**config.mk**
```make
export PLATFORM = sky130hd
export DESIGN_NAME = sadc_front
export DESIGN_NICKNAME = d
export VERILOG_FILES = /design/src/rtl/sadc_front.sv
export SDC_FILE = /design/constraint.sdc
export NUM_CORES = 1
export LEC_CHECK = 0
export BUFFER_PORTS_ARGS = -buffer_cell sky130_fd_sc_hd__buf_2
export CORE_ASPECT_RATIO = 2
export CORE_MARGIN = 2
export CORE_UTILIZATION = 51
export CTS_CLUSTER_DIAMETER = 60
export DETAILED_ROUTE_END_ITERATION = 8
export PLACE_DENSITY_LB_ADDON = 0.2
export SYNTH_ARGS = -nofsm -noshare
export SYNTH_HDL_FRONTEND = slang
export SYNTH_SLANG_ARGS = --single-unit
```
**constraint.sdc**
```tcl
create_clock -name clk -period 2.15 [get_ports clk]
set_clock_uncertainty 0.1 [all_clocks]
set_input_delay 0.215 -clock clk [delete_from_list [all_inputs] [get_ports clk]]
set_output_delay 0.215 -clock clk [all_outputs]
set_load 0.01 [all_outputs]
```
**src/rtl/sadc_front.sv**
```systemverilog
module sadc_front #(
  parameter int RES_FULL   = 16,
  parameter int MAX_CUT    = 6,
  parameter int WIN_CYCLES = 200,
  localparam int RW = $clog2(RES_FULL + 1),
  localparam int CW = $clog2(MAX_CUT + 1),
  localparam int WW = $clog2(WIN_CYCLES + 1)
) (
  input  logic                clk,
  input  logic                rst_n,
  input  logic                sck_in,
  input  logic [1:0]          addr_in,
  input  logic                en_in,
  output logic                sdo,
  output logic                conv_start,
  output logic [RW-1:0]       conv_res,
  output logic [1:0]          conv_chan,
  input  logic                conv_done,
  input  logic [RES_FULL-1:0] conv_result
);

  typedef enum logic [1:0] {S_SLEEP, S_WIN, S_WAIT, S_SHIFT} st_t;

  st_t                st;
  logic [2:0]         sck_q;
  logic [1:0]         en_q;
  logic [1:0]         a_q0, a_q1;
  logic [WW-1:0]      win;
  logic [CW-1:0]      cut;
  logic [RW-1:0]      cnt;
  logic [RES_FULL-1:0] sh;
  logic [1:0]         chan;
  logic               sdo_q, start_q;

  wire fall     = sck_q[2] & ~sck_q[1];
  wire en_ok    = en_q[1];
  wire busy     = (st == S_WIN) || (st == S_WAIT);
  wire shifting = (st == S_SHIFT);

  assign conv_res   = RW'(RES_FULL) - RW'(cut);
  assign conv_chan  = chan;
  assign conv_start = start_q;
  assign sdo        = sdo_q;

  always_ff @(posedge clk or negedge rst_n) begin
    if (!rst_n) begin
      sck_q   <= '1;
      en_q    <= '0;
      a_q0    <= '0;
      a_q1    <= '0;
      st      <= S_SLEEP;
      win     <= '0;
      cut     <= '0;
      cnt     <= '0;
      sh      <= '0;
      chan    <= '0;
      sdo_q   <= 1'b0;
      start_q <= 1'b0;
    end else begin
      sck_q   <= {sck_q[1:0], sck_in};
      en_q    <= {en_q[0], en_in};
      a_q0    <= addr_in;
      a_q1    <= a_q0;
      start_q <= 1'b0;
      if (!en_ok) begin
        st    <= S_SLEEP;
        sdo_q <= 1'b0;
      end else begin
        case (st)
          S_SLEEP: if (fall) begin
            chan <= a_q1;
            cut  <= '0;
            win  <= '0;
            st   <= S_WIN;
          end
          S_WIN: begin
            if (fall && cut < CW'(MAX_CUT)) cut <= cut + CW'(1);
            if (win == WW'(WIN_CYCLES - 1)) begin
              start_q <= 1'b1;
              st      <= S_WAIT;
            end else begin
              win <= win + WW'(1);
            end
          end
          S_WAIT: if (conv_done) begin
            sh  <= conv_result;
            cnt <= '0;
            st  <= S_SHIFT;
          end
          S_SHIFT: if (fall) begin
            if (cnt == conv_res) begin
              sdo_q <= 1'b0;
              st    <= S_SLEEP;
            end else begin
              sdo_q <= sh[RES_FULL-1];
              sh    <= sh << 1;
              cnt   <= cnt + RW'(1);
            end
          end
          default: st <= S_SLEEP;
        endcase
      end
    end
  end

endmodule

```
==> results.ini <==
[finish]
diodes=0
final_cell_mix=dfrtp_1, buf_2, o22ai_1, a21oi_1, buf_4
fin_cells=333
mostFrequentLayoutCell=dfrtp_1
syn2layout_area_growth_pct=25.4
layout-drive-gt1-share_pct=30.9
fin_nets=309

[worst_setup_path]
required_ns=2.22
rrSetupSlack_ns=-0.04
r2r-end=sh[15]
endpoint_kind=flip-flop
crit_path_end=sh[15]
ff2ff_path_depth=10
worst-path-max-fanout=14
critPathArrivalTime_ns=2.25
startpoint=cut[0]
start_kind=flip-flop
r2r_start=cut[0]
path_class=flip-flop to flip-flop

[sta]
fin_hold_ws_ns=0.0657
slew_viol_final=0
fmax_ghz=0.458
setup_viol=13
worst-slew-pin-transition_ns=0.600
rsz0062_at_grt=yes
fin_ws_ns=-0.0352
period_share_pct=102
hold_viol=0
post-route-min-period_ns=2.19
slew_headroom_pct=60.0

[global_routing]
track_usage_pct=21.1
grt_overflow=0
grt_max_degree=28
antenna_found_initial=0
grt_pass1_vias=1848
grt_pass1_wl_microns=8410

[pwr]
combPwrFrac_pct=35.8
p_int_uw=2170
p_clk_share_pct=23.4
p_sw_share_pct=32.0
power.density_nw_per_um2=1080
switching_power_uw=1020
leakagePower_uw=0.00132
ir_drop_v=0.000719
p_seq_share_pct=40.8

[die]
initial_utilization_pct=52.0
die_h_microns=99.9
dieWidth_microns=52.0
io_pins=32
dieArea_sq_um=5190
core-area_sq_um=4510
rows=35

[routing]
vias_per_cell=5.71
drtPass1Iterations=4
wirelength_microns=4890
drtAntennaViolNets=0
drt-initial-drc-count=46
num_vias=1903
drc=0
wl_per_cell_microns=14.7

[yosys]
synthesis.area_sq_um=2350
synth_ff_type=dfrtp_1
synth_nets=259
synth_cells=227
synth_edf_count=0
synth-seq-area-share_pct=50.3
synthArstFlopShare_pct=100
yosys_register_bits=47
syn_area_per_cell_sq_um=10.3
synth-warning-count=0
synth_cell_types=44

[placement]
port_buffers=31
dpl.hpwl_microns=3420
dp.cells=318
place_congestion=0.813

[clocking]
cts_root_buffer=clkbuf_8
clock_latency_ns=0.30
tritoncts=done
clkSlewWorstSetupHoldPaths_ns=0.09
h-tree-depth=2
cts_buffer_depth=2
cts_buffers=5
cts.sinks=47

[status]
status=complete, but fails checks
violations=negative setup slack

[hold_path]
min_path_type=input port to flip-flop

[flow_run]
max_cap_violations=0

==> state kept, by name, summed over array words and instances (netlist names) <==
name        cells
a_q0            2
a_q1            2
cnt             5
conv_chan       2
conv_start      1
cut             3
en_q            2
sck_q           3
sdo             1
sh             16
st              2
win             8
==> power by group through the flow <==
stage	sequential (uW)	clock, uW	combinational, uW
final	1300	747	1140
after global routing	1320	797	1260
after CTS	1280	767	1080
after detailed placement	1290	0	1040
after global placement	1290	0	1010
after floorplan	1270	0	770
==> cells in the mapped netlist, types with 2 or more instances <==
master / n / area (sq um)
and4_1: 3 / 26.3
nand2b_1: 2 / 12.5
a21oi_1: 21 / 105
nor3_1: 4 / 20.0
nand3_1: 2 / 10.0
nor4_2: 2 / 25.0
or3_1: 4 / 25.0
mux2_2: 3 / 33.8
dfstp_2: 3 / 78.8
nand4_1: 2 / 12.5
buf_4: 4 / 30.0
clkbuf_1: 4 / 15.0
mux2i_1: 4 / 40.0
nand2_1: 12 / 45.0
inv_1: 14 / 52.6
ha_1: 9 / 113
and3_1: 3 / 18.8
dfrtp_1: 44 / 1100
a31oi_1: 3 / 18.8
nor2_1: 10 / 37.5
a22o_1: 4 / 35.0
o21ai_0: 7 / 35.0
o22ai_1: 29 / 181
xnor2_1: 3 / 26.3
buf_2: 5 / 25.0
xor2_1: 5 / 43.8
a211oi_1: 2 / 15.0
nor2b_1: 3 / 18.8
==> worst min-delay path by stage <==
| stage | start | end | slack, ns | depth (start not counted) |
|---|---|---|---|---|
| 5_1_grt | conv_result[0] | sh[0] | 0.08 | 3 |
| 6_report | conv_result[0] | sh[0] | 0.07 | 3 |
| 3_5_place_dp | rst_n | cnt[2] | 0.15 | 1 |
| 2_1_floorplan | rst_n | a_q0[0] | -0.18 | 0 |
| 3_3_place_gp | rst_n | cnt[2] | 0.15 | 1 |
| 4_1_cts | conv_result[0] | sh[0] | 0.07 | 3 |
==> layer usage <==
metal | track usage (%) | part of all wire [%]
met3 | 3.13 | 2.5
met1 | 28.9 | 46
met2 | 33.4 | 50
met5 | 0 | 0
met4 | 7.89 | 1.8
==> per-stage QoR <==
step | TNS (ns) | power, uW | worst slack (ns) | utilization [%] | instance area [sq um]
after floorplan | -0.00675 | 2040 | -0.00675 | - | 2370
after global placement | 0 | 2290 | 0.0585 | 59.3 | 2670
after detailed placement | -0.0230 | 2330 | -0.0140 | 59.3 | 2670
after CTS | -0.0620 | 3130 | -0.0168 | 63.9 | 2880
after global routing | -1.98 | 3380 | -0.126 | 65.3 | 2940
final | -0.181 | 3190 | -0.0352 | 65.3 | 2940
==> logic make-up after synthesis <==
kind of cell               after synthesis  share of synthesized area (%)
xor gates and xnor gates                 9                           3.68
DFF                                     47                           50.3
adders and majority gates                9                           4.80
buffers and inverters                   27                           5.22
and+or+nand+nor                         51                           12.3
AOI/OAI and AO/OA                       77                           20.6
muxes                                    7                           3.14
==> critical path, stage by stage, from the launching register on <==
cell and delay [ns]:
dfrtp_1 0.37, inv_2 0.06, ha_4 0.16, ha_4 0.27, xor2_2 0.18, nor4_4 0.06
buf_4 0.14, a211o_4 0.34, buf_12 0.16, o22ai_1 0.13, a21oi_1 0.08
==> what timing repair did <==
action,4_1_cts,5_1_grt
gates cloned,0,0
hold buffers,5,0
setup buffers,0,2
gates resized for setup,4,10
setup endpoints to repair,10,24
hold endpoints to repair,26,0
pin swaps,4,3
==> layout make-up <==
| class | instances | area [sq um] |
|---|---|---|
| flip-flops and latches | 47 | 1180 |
| clock buffers | 6 | 72.6 |
| inverters | 14 | 52.6 |
| multi-input cells | 153 | 1140 |
| well taps | 55 | 68.8 |
| repair buffers | 56 | 368 |
| fillers | 360 | 1570 |
| clock inverters | 2 | 60.1 |
Power figures use the tool's default switching activity.
